### config.mk
export PLATFORM = sky130hd
export DESIGN_NAME = nmi_status_agg
export DESIGN_NICKNAME = d
export VERILOG_FILES = /design/src/rtl/nmi_agg_pkg.sv /design/src/rtl/nmi_agg_ctrl.sv /design/src/rtl/nmi_agg_datapath.sv /design/src/rtl/nmi_status_agg.sv
export SDC_FILE = /design/constraint.sdc
export NUM_CORES = 1
export LEC_CHECK = 0
export ABC_CLOCK_PERIOD_IN_PS = 1250
export BUFFER_PORTS_ARGS = -buffer_cell sky130_fd_sc_hd__buf_2
export CAP_MARGIN = 10
export CORE_MARGIN = 1
export CORE_UTILIZATION = 39
export DETAILED_ROUTE_END_ITERATION = 16
export PLACE_DENSITY = 0.8
export SKIP_LAST_GASP = 1
export SLEW_MARGIN = 20
export SYNTH_ARGS = -nofsm -noshare
export SYNTH_HDL_FRONTEND = slang
export SYNTH_SLANG_ARGS = --single-unit
### constraint.sdc
create_clock -name clk -period 1.25 [get_ports clk]
set_input_delay 0.25 -clock clk [delete_from_list [all_inputs] [get_ports clk]]
set_output_delay 0.25 -clock clk [all_outputs]
set_load 0.005 [all_outputs]
### src/rtl/nmi_agg_pkg.sv
package nmi_agg_pkg;

  // Strobes from the bus decoder to the register datapath
  typedef struct packed {
    logic rdAny;      // any read strobe this cycle
    logic rdStatus;   // read of the status word
    logic clrStatus;  // status read that includes byte lane 0
    logic rdMask;     // read of the mask word
    logic wrMask;     // write to the mask word
  } aggStrobes_t;

endpackage

### src/rtl/nmi_agg_ctrl.sv
module nmi_agg_ctrl
  import nmi_agg_pkg::*;
#(
  parameter int ADDR_W     = 4,
  parameter int LANES      = 4,
  parameter int STATUS_OFS = 0,
  parameter int MASK_OFS   = 4
) (
  input  logic              busSel,
  input  logic              busWrite,
  input  logic [ADDR_W-1:0] busAddr,
  input  logic [LANES-1:0]  busByteEn,
  output aggStrobes_t       strobes
);

  localparam logic [ADDR_W-1:0] STATUS_A = ADDR_W'(STATUS_OFS);
  localparam logic [ADDR_W-1:0] MASK_A   = ADDR_W'(MASK_OFS);

  logic hitStatus, hitMask, isRead, isWrite;
  logic unusedLow;

  // word aligned: the two low address bits are not decoded
  assign unusedLow = ^{busAddr[1:0], busByteEn[LANES-1:1]};

  assign hitStatus = (busAddr[ADDR_W-1:2] == STATUS_A[ADDR_W-1:2]);
  assign hitMask   = (busAddr[ADDR_W-1:2] == MASK_A[ADDR_W-1:2]);
  assign isRead    = busSel & ~busWrite;
  assign isWrite   = busSel & busWrite;

  always_comb begin
    strobes           = '0;
    strobes.rdAny     = isRead;
    strobes.rdStatus  = isRead & hitStatus;
    strobes.clrStatus = isRead & hitStatus & busByteEn[0];
    strobes.rdMask    = isRead & hitMask;
    strobes.wrMask    = isWrite & hitMask;
  end

endmodule

### src/rtl/nmi_agg_datapath.sv
module nmi_agg_datapath
  import nmi_agg_pkg::*;
#(
  parameter int DATA_W      = 32,
  parameter int NUM_SRC     = 6,
  parameter int SYNC_STAGES = 2,
  parameter int LANES       = DATA_W / 8
) (
  input  logic               clk,
  input  logic               rstN,
  input  aggStrobes_t        strobes,
  input  logic [LANES-1:0]   wrLanes,
  input  logic [NUM_SRC-1:0] wrBits,
  input  logic [NUM_SRC-1:0] pulseEvt,   // synchronous sources, ext slot unused
  input  logic               extNmiAsync,
  input  int unsigned        extSlot,
  output logic [NUM_SRC-1:0] statusQ,
  output logic [NUM_SRC-1:0] maskQ,
  output logic [DATA_W-1:0]  rdataQ,
  output logic               rvalidQ,
  output logic               nmiQ
);

  logic [SYNC_STAGES:0]  extPipe;
  logic                  extPulse;
  logic [NUM_SRC-1:0]    evtVec;
  logic [DATA_W-1:0]     rdSel;

  // synchroniser chain plus one flop for edge detection
  always_ff @(posedge clk) begin
    if (!rstN) extPipe <= '0;
    else       extPipe <= {extPipe[SYNC_STAGES-1:0], extNmiAsync};
  end
  assign extPulse = extPipe[SYNC_STAGES-1] & ~extPipe[SYNC_STAGES];

  generate
    for (genvar i = 0; i < NUM_SRC; i++) begin : g_src
      assign evtVec[i] = (i == int'(extSlot)) ? extPulse : pulseEvt[i];

      // status: new event beats the clear
      always_ff @(posedge clk) begin
        if (!rstN)                 statusQ[i] <= 1'b0;
        else if (evtVec[i])        statusQ[i] <= 1'b1;
        else if (strobes.clrStatus) statusQ[i] <= 1'b0;
      end

      // mask: reset to blocked, written per byte lane
      always_ff @(posedge clk) begin
        if (!rstN)                              maskQ[i] <= 1'b1;
        else if (strobes.wrMask && wrLanes[i/8]) maskQ[i] <= wrBits[i];
      end
    end
  endgenerate

  always_comb begin
    rdSel = '0;
    if (strobes.rdStatus)    rdSel[NUM_SRC-1:0] = statusQ;
    else if (strobes.rdMask) rdSel[NUM_SRC-1:0] = maskQ;
  end

  always_ff @(posedge clk) begin
    if (!rstN) begin
      rdataQ  <= '0;
      rvalidQ <= 1'b0;
      nmiQ    <= 1'b0;
    end else begin
      rvalidQ <= strobes.rdAny;
      if (strobes.rdAny) rdataQ <= rdSel;
      nmiQ <= |(statusQ & ~maskQ);
    end
  end

endmodule

### src/rtl/nmi_status_agg.sv
module nmi_status_agg
  import nmi_agg_pkg::*;
#(
  parameter int DATA_W      = 32,
  parameter int ADDR_W      = 4,
  parameter int NUM_SRC     = 6,
  parameter int SYNC_STAGES = 2,
  parameter int STATUS_OFS  = 0,
  parameter int MASK_OFS    = 4
) (
  input  logic              clk,
  input  logic              rstN,
  input  logic              busSel,
  input  logic              busWrite,
  input  logic [ADDR_W-1:0] busAddr,
  input  logic [DATA_W/8-1:0] busByteEn,
  input  logic [DATA_W-1:0] busWdata,
  output logic [DATA_W-1:0] busRdata,
  output logic              busRvalid,
  input  logic              evtCpuBus,
  input  logic              evtIbusErr,
  input  logic              evtIbusTimeout,
  input  logic              evtMemAddr,
  input  logic              extNmiAsync,
  input  logic              evtRegAccess,
  output logic              nmiOut
);

  localparam int LANES    = DATA_W / 8;
  localparam int EXT_SLOT = 4;

  aggStrobes_t        strobes;
  logic [NUM_SRC-1:0] pulseEvt;
  logic [NUM_SRC-1:0] statusVal;
  logic [NUM_SRC-1:0] maskVal;
  logic               unusedWdata;

  assign unusedWdata = ^busWdata[DATA_W-1:NUM_SRC];
  assign pulseEvt = {evtRegAccess, 1'b0, evtMemAddr, evtIbusTimeout, evtIbusErr, evtCpuBus};

  nmi_agg_ctrl #(
    .ADDR_W(ADDR_W), .LANES(LANES), .STATUS_OFS(STATUS_OFS), .MASK_OFS(MASK_OFS)
  ) ctrl_i (
    .busSel(busSel), .busWrite(busWrite), .busAddr(busAddr),
    .busByteEn(busByteEn), .strobes(strobes)
  );

  nmi_agg_datapath #(
    .DATA_W(DATA_W), .NUM_SRC(NUM_SRC), .SYNC_STAGES(SYNC_STAGES), .LANES(LANES)
  ) dp_i (
    .clk(clk), .rstN(rstN), .strobes(strobes),
    .wrLanes(busByteEn), .wrBits(busWdata[NUM_SRC-1:0]),
    .pulseEvt(pulseEvt), .extNmiAsync(extNmiAsync), .extSlot(EXT_SLOT),
    .statusQ(statusVal), .maskQ(maskVal),
    .rdataQ(busRdata), .rvalidQ(busRvalid), .nmiQ(nmiOut)
  );

endmodule

== Yosys cells after proc, flatten, opt, wreduce, memory -nomap -nowiden ==
Index checks and enable logic that the tools add are counted.

* Add/sub/neg operators: 0
* Multipliers: 0
* Divide/modulo/power cells: 0
* Order comparisons: 0
* Equality and inequality tests: 1
* Shifts and indexed selects: 0
* Mux-type cells: 9
* Bitwise operators: 11
* Reduce and logical (&&, ||, !) cells: 9

{| class="wikitable"
|+ Operator list
! operator !! number
|-
| $mux W6 || 2
|-
| $reduce_bool A2 Y1 || 6
|-
| $and A1 B1 Y1 || 7
|-
| $mux W1 || 7
|-
| $and A6 B6 Y6 || 1
|-
| $not A6 Y6 || 1
|-
| $reduce_or A6 Y1 || 1
|-
| $eq A2 B1 Y1 const B || 1
|-
| $logic_not A2 Y1 || 1
|-
| $not A1 Y1 || 2
|-
| $logic_and A1 B1 Y1 || 1
|}

* Register bits after elaboration: 23
* Latch bits: 0
* Memory bits (writable): 0
* Bits in read-only memories: 0
* Input port bits: 50
* Output and inout bits: 34
* Logic and storage cells: 46
* Memories kept: 0

== Longest topological paths before layout ==
Gate-level depths: netlist of run 1.

* Word-level depth: 6
* Gate-level depth with buffers: 4
* Depth with buffers taken out: 3

== Hierarchy ==
A second synthesis of run 1 with hierarchy kept.

* Cells, all modules: 164
* Area, all modules: 1420.1 um2

{| class="wikitable"
|+ Modules (own cells, without submodules)
! module !! times used !! cells each !! area an instance (um2)
|-
| nmi_agg_datapath || 1 || 155 || 1340.0
|-
| nmi_agg_ctrl || 1 || 7 || 72.6
|-
| nmi_status_agg || 1 || 2 || 7.5
|}

== Worst setup path before layout of run 1 ==
No wires, ideal clock.

* Kind: input-to-reg
* Start: in busAddr[3]
* End: reg dp_i.statusQ[4]
* Data arrival time: 0.887 ns
* Required time: 1.133 ns
* Slack: 0.247 ns
* Stages: 4
* Buffers on the path: 1
* Path through: and3b_1 buf_2 a21oi_4 a22o_1

* Longest elaborated chain between the ends: 4

{| class="wikitable"
|+ Ends and longest elaborated chain
! element !! line !! text
|-
| start, declared || nmi_status_agg.sv:15 || <nowiki>input logic [ADDR_W-1:0] busAddr,</nowiki>
|-
| $logic_not A2 Y1 || nmi_agg_ctrl.sv:25 || <nowiki>assign hitStatus = (busAddr[ADDR_W-1:2] == STATUS_A[ADDR_W-1:2]);</nowiki>
|-
| $and A1 B1 Y1 (2 in series) || nmi_agg_ctrl.sv:34 || <nowiki>strobes.clrStatus = isRead & hitStatus & busByteEn[0];</nowiki>
|-
| $reduce_bool A2 Y1 (no source line) || - ||
|-
| end signal, assigned by index || nmi_agg_datapath.sv:42 || <nowiki>if (!rstN) statusQ[i] <= 1'b0;</nowiki>
|-
| end signal, assigned by index || nmi_agg_datapath.sv:43 || <nowiki>else if (evtVec[i]) statusQ[i] <= 1'b1;</nowiki>
|-
| end signal, assigned by index || nmi_agg_datapath.sv:44 || <nowiki>else if (strobes.clrStatus) statusQ[i] <= 1'b0;</nowiki>
|-
| end, declared || nmi_agg_datapath.sv:17 || <nowiki>output logic [NUM_SRC-1:0] statusQ,</nowiki>
|}

Every way passes these cells.
A chain may end at the register's enable or synchronous reset.

== Final worst setup path of run 1 ==
* Start: reg dp_i.rdataQ[0]
* End: out busRdata[0]

{| class="wikitable"
|+ RTL lines
! element !! line !! text
|-
| start, declared || nmi_agg_datapath.sv:19 || <nowiki>output logic [DATA_W-1:0] rdataQ,</nowiki>
|-
| start signal, assigned || nmi_agg_datapath.sv:68 || <nowiki>if (strobes.rdAny) rdataQ <= rdSel;</nowiki>
|-
| end, declared || nmi_status_agg.sv:18 || <nowiki>output logic [DATA_W-1:0] busRdata,</nowiki>
|}

No word-level cell between the ends.

==> flow_summary.yaml, run 1 <==
run_status:
  outcome: "finished, final reports clean"
synth:
  post-synth-top-count-cell: "sky130_fd_sc_hd__buf_4"
  synth-seq-cells: 23
  yosys_warnings: 0
  synth_top_area_frac: 0.413
  syn_inst: 119
  synth_area_per_cell_um2: 9.38
  synth_edf_count: 0
  syn_area_um2: 1120
  synth_largest_area_cell: "sky130_fd_sc_hd__dfxtp_1"
  synth.top_cells.by_count: "26 x sky130_fd_sc_hd__buf_4, 23 x sky130_fd_sc_hd__dfxtp_1, 8 x sky130_fd_sc_hd__inv_1, 8 x sky130_fd_sc_hd__nor2_1"
  synthTopCellsByArea: "sky130_fd_sc_hd__dfxtp_1 41%, sky130_fd_sc_hd__buf_4 17%, sky130_fd_sc_hd__a22o_1 4.7%"
  postSynth.topFlopCell: "sky130_fd_sc_hd__dfxtp_1"
  synth_cell_types: 25
  sequential_share_of_the_synthesized_area: 0.413
  asyncSetResetFlopFracSynth: 0
floorplan:
  start_util: 0.408
  core_region_area_um2: 2730
  chipWidth_um: 55.5
  io-pin-count: 84
  die_h_um: 55.5
  die-area_um2: 3080
  fp-row-count: 19
power:
  powerDensity_nw_per_um2: 1080
  pnr_total_power_mw: 1.30
  leakage_nw: 0.572
  peakVddDrop_mv: 0.739
cts:
  worstSkewPairLatency_ps: 310
  holdBufCountCts: 0
  clkSinkCount: 23
  cts_buffers: 3
  root_buffer_cell: "sky130_fd_sc_hd__clkbuf_4"
  cts-resized-gates: 0
  cts_tree: "done"
  cts.path.max_buffers: 2
  cts_max_level: 1
  cts.repair_timing.setup_buffer_count: 0
  clock_slew_seen_by_the_registers_of_the_worst_setup_and_hold_paths_ps: 120
grt:
  overflow: 0
  grt_pass1_wl_mm: 3.28
  number_of_global_route_vias_before_repair: 730
  grt.total_usage: 0.135
  grt_start_max_net_pins: 17
  grt_antenna_before_repair: 0
worst_setup_path:
  path_buf_inv: 1
  worst-r2r-setup-slack_ps: 270
  cp_data_required_time_ps: 1000
  critPathSlowestCell: "sky130_fd_sc_hd__dfxtp_1"
  critical_path.endpoint: "busRdata[0]"
  critical_path.reg2reg.startpoint: "dp_i.maskQ[5]"
  worstSetupStartpointType: "flip-flop"
  worst-r2r-cell-count: 3
  crit_arrival_ps: 780
  critPathKind: "flip-flop to output port"
  delay_heaviest_family_cp: "flip-flops"
  crit_cells: 1
  critPathMaxStageDelay_ps: 360
  worstPathCellList: "buf_2"
  timing.critical_path.from: "dp_i.rdataQ[0]"
  worst_r2r_endpoint: "dp_i.rdataQ[5]"
  critical_path.max_fanout: 2
  endpoint_kind: "output port"
cells_and_area:
  layout.nets: 198
  area_overhead_vs_synth_pct: 8.30
  register_area_um2: 460
  final-instance-count-excl-fill: 178
  final_util: 0.442
  post_route_cells_drive_above_1_share: 0.272
  num_antenna_cells: 0
  layout.filler_cells: 270
  multi_input_comb_area_um2: 499
run:
  maxCapViolations: 0
sta:
  setup-tns-final_ps: 0
  setup_viol: 0
  post-route-period-util: 0.827
  finalClockSkew_ps: 8.42
  timing.final.crit_period_ps: 1030
  timing_hold_violations_final: 0
  unrepaired_setup_endpoints_after_global_routing: "false"
  maxClockFrequency_mhz: 967
  slew_viol_final: 0
worst_hold_path:
  min_path_type: "input pin to flip-flop"
routing:
  drtIter0Drc: 24
  dr.pass1.iters: 4
  routedWlPerCell_um: 11.0
  routed_via_density: 4.62
  drc_viols: 0
  drt-total-wl_mm: 1.96
  antenna_left: 0
  vias: 823
placed_design:
  buffer_ports.inserted: 26
  placed_cells: 174
  gp_congestion: 0.753
  dp.final_hpwl_mm: 1.55
cell usage in the layout (no fill, tap or decap), types with 6 or more instances in the layout:
cell                      instances
sky130_fd_sc_hd__nand3_1          6
sky130_fd_sc_hd__buf_2           26
sky130_fd_sc_hd__conb_1          26
sky130_fd_sc_hd__o21ai_0          6
sky130_fd_sc_hd__dfxtp_1         23
sky130_fd_sc_hd__inv_1            8
sky130_fd_sc_hd__a22o_1           6
sky130_fd_sc_hd__nand4_1          6
sky130_fd_sc_hd__nor2_1           8
sky130_fd_sc_hd__a22oi_1          6
report_power, final:
group | total (mW) | internal [mW] | leakage (nW) | switching (mW)
combinational | 0.181 | 0.0845 | 0.366 | 0.0962
sequential | 0.790 | 0.768 | 0.189 | 0.0221
clock | 0.332 | 0.119 | 0.0177 | 0.213
logic make-up after synthesis:
family / Yosys count / synth area share
mux: 6 / 0.0673
compound gates: 23 / 0.154
simple gates: 28 / 0.139
other cells: 1 / 0.00336
flops: 23 / 0.413
buf+inv: 38 / 0.224
flip-flops by register name, summed over array words and instances, names as in the netlist:
register	flops
dp_i.nmiQ	1
dp_i.statusQ	6
dp_i.rdataQ	6
dp_i.extPipe	3
dp_i.maskQ	6
dp_i.rvalidQ	1
stage by stage:
stage	worst slack [ps]	hold WS, ps	area [um2]
final	216	146	1210
after global routing	159	134	1210
after CTS	203	134	1210
after detailed placement	72.2	425	1180
after global placement	106	413	1180
after floorplan	247	377	1210
worst min path at each step:
| stage | cells after the start | endpoint | from | slack, ps |
|---|---|---|---|---|
| 6_report | 2 | dp_i.extPipe[0] | extNmiAsync | 150 |
| 5_1_grt | 2 | dp_i.statusQ[2] | evtIbusTimeout | 130 |
| 3_3_place_gp | 1 | dp_i.extPipe[1] | dp_i.extPipe[0] | 410 |
| 3_5_place_dp | 1 | dp_i.extPipe[1] | dp_i.extPipe[0] | 420 |
| 4_1_cts | 2 | dp_i.extPipe[0] | extNmiAsync | 130 |
| 2_1_floorplan | 1 | dp_i.extPipe[0] | extNmiAsync | 380 |
layer usage:
metal  part of all wire  track usage  wire (um)  vias to the layer above
li1                   -            -          -                      418
met4              0.014       0.0393         27                        0
met3              0.084       0.0609        164                        4
met5                  0            0          0                        -
met2               0.48        0.217        947                       37
met1               0.42        0.161        816                      364
area by class of cell:
class	count	area share
multi-input combinational	83	0.413
sequential	23	0.381
timing repair buffer	29	0.126
tap	31	0.0321
inverter	8	0.0248
clock buffer	3	0.0186
clock inverter	1	0.00414
(Power assumes the default switching activity.)
==> run 2: changes to the inputs <==
--- a/config.mk
+++ b/config.mk
@@ -5,7 +5,7 @@
 export SDC_FILE = /design/constraint.sdc
 export NUM_CORES = 1
 export LEC_CHECK = 0
-export ABC_CLOCK_PERIOD_IN_PS = 1250
+export ABC_CLOCK_PERIOD_IN_PS = 1000
 export BUFFER_PORTS_ARGS = -buffer_cell sky130_fd_sc_hd__buf_2
 export CAP_MARGIN = 10
 export CORE_MARGIN = 1
==> constraint.sdc (replaced) <==
create_clock -name clk -period 1 [get_ports clk]
set_input_delay 0.2 -clock clk [delete_from_list [all_inputs] [get_ports clk]]
set_output_delay 0.2 -clock clk [all_outputs]
set_load 0.005 [all_outputs]
==> run 2 against run 1 <==
Effect of this change:
- clock skew down 3.0 ps
- worst hold slack got worse by 51 ps
- combinational power up 31%
- core utilization is 1.8 points higher
- critical path depth unchanged
- power rose by 26%
- flip-flop and latch count stayed put
- setup slack got worse by 180 ps
- non-clock buffer count up 4
- critical endpoint is now busRdata[5]
- largest power group unchanged
==> flow_summary.yaml, run 2 (synthesis results as in run 1) <==
grt:
  grt_antenna_before_repair: 0
  overflow: 0
  grt_pass1_wl_mm: 3.11
  grt.total_usage: 0.127
  grt_start_max_net_pins: 14
  number_of_global_route_vias_before_repair: 724
placed_design:
  buffer_ports.inserted: 26
  gp_congestion: 0.780
  dp.final_hpwl_mm: 1.50
cells_and_area:
  largest_registers: "dp_i.maskQ x6, dp_i.rdataQ x6, dp_i.statusQ x6"
  num_antenna_cells: 0
  mostFrequentLayoutCell: "sky130_fd_sc_hd__conb_1"
  area_overhead_vs_synth_pct: 12.8
  layout.nets: 202
  layout.cells.most_common_list: "26 x sky130_fd_sc_hd__conb_1, 24 x sky130_fd_sc_hd__buf_2, 17 x sky130_fd_sc_hd__dfxtp_1"
  post_route_cells_drive_above_1_share: 0.331
sta:
  maxClockFrequency_mhz: 1040
  timing_hold_violations_final: 0
  setup_viol: 0
  timing.final.crit_period_ps: 961
  slew_viol_final: 0
  setup-tns-final_ps: 0
  hold_ws_ps: 94.7
  finalClockSkew_ps: 5.38
  post-route-period-util: 0.961
  unrepaired_setup_endpoints_after_global_routing: "true"
worst_hold_path:
  worstHoldStart: "extNmiAsync"
  worst_min_delay_path_endpoint: "dp_i.extPipe[0]"
  min_path_type: "input pin to flip-flop"
  min_delay_path_depth: 2
floorplan:
  die-area_um2: 3080
  die_h_um: 55.5
  io-pin-count: 84
  fp-row-count: 19
  chipWidth_um: 55.5
  start_util: 0.408
  core_region_area_um2: 2730
power:
  pnr_total_power_mw: 1.64
  leakage_nw: 0.596
  powerDensity_nw_per_um2: 1300
  peakVddDrop_mv: 1.05
worst_setup_path:
  worst_r2r_endpoint: "dp_i.rdataQ[5]"
  critPathKind: "flip-flop to output port"
  cp_data_required_time_ps: 800
  worstPathCellList: "buf_2"
  critPathSlowestCell: "sky130_fd_sc_hd__dfxtp_2"
  worst-r2r-cell-count: 3
  worst-r2r-setup-slack_ps: 40
  path_buf_inv: 1
  critical_path.max_fanout: 2
  worstSetupStartpointType: "flip-flop"
  endpoint_kind: "output port"
  timing.critical_path.from: "dp_i.rdataQ[5]"
  critPathMaxStageDelay_ps: 340
  critical_path.reg2reg.startpoint: "dp_i.maskQ[5]"
  delay_heaviest_family_cp: "flip-flops"
  crit_arrival_ps: 760
routing:
  drc_viols: 0
  routedWlPerCell_um: 10.4
  dr.pass1.iters: 4
  antenna_left: 0
  drtIter0Drc: 22
  vias: 848
  routed_via_density: 4.66
  drt-total-wl_mm: 1.89
run:
  maxCapViolations: 0
cts:
  holdBufCountCts: 0
  worstSkewPairLatency_ps: 300
  cts.path.max_buffers: 2
  clkSinkCount: 23
  cts_buffers: 3
  cts_tree: "done"
  cts_max_level: 1
  root_buffer_cell: "sky130_fd_sc_hd__clkbuf_4"
  clock_slew_seen_by_the_registers_of_the_worst_setup_and_hold_paths_ps: 120
run_status:
  outcome: "finished, final reports clean"
-- run 2: cell types whose count changed in the layout (fill, tap and decap cells not counted), sizes merged --
cell  previous run  this run
buf             29        33
-- run 2: metal layers --
layer	part of all wire	track usage
met1	0.45	0.156
met4	0	0.0286
met5	0	0
met3	0.064	0.0445
met2	0.49	0.213
-- run 2: final cells by class --
type	instances	area [um2]
Multi-Input combinational cell	83	499
Fill cell	272	1480
Sequential cell	23	468
Timing Repair Buffer	33	195
Tap cell	31	38.8
Clock buffer	3	22.5
Clock inverter	1	5.00
Inverter	8	30.0
-- run 2: repair_timing --
action / CTS / global route
setup endpoints to repair: 0 / 6
buffers inserted: 0 / 0
gates resized for setup: 0 / 8
-- run 2: power by group --
group	switching (mW)	internal (mW)
clock	0.262	0.149
sequential	0.0289	0.962
combinational	0.120	0.118
total	0.410	1.23
-- run 2: how the worst max path moves through the flow --
stage	end	depth (start not counted)
2_1_floorplan	dp_i.statusQ[4]	4
3_3_place_gp	dp_i.rdataQ[2]	4
3_5_place_dp	dp_i.maskQ[3]	5
4_1_cts	busRdata[0]	1
5_1_grt	busRdata[5]	1
6_report	busRdata[5]	1
-- run 2: through the flow --
step / instance area [um2] / setup slack [ps] / util / cells
2_1_floorplan: 1210 / 46.5 / - / 144
3_3_place_gp: 1210 / -84.3 / 0.443 / 178
3_5_place_dp: 1210 / -117 / 0.443 / 178
4_1_cts: 1240 / 4.47 / 0.453 / 182
5_1_grt: 1260 / -10.0 / 0.460 / 182
6_report: 1260 / 39.2 / 0.460 / 182
-- run 2: worst reg2reg max path, stage by stage, from the launching register on --
cell	delay, ps
sky130_fd_sc_hd__dfxtp_1	350
sky130_fd_sc_hd__mux2_1	310
sky130_fd_sc_hd__a22oi_1	140
sky130_fd_sc_hd__nor2_1	60
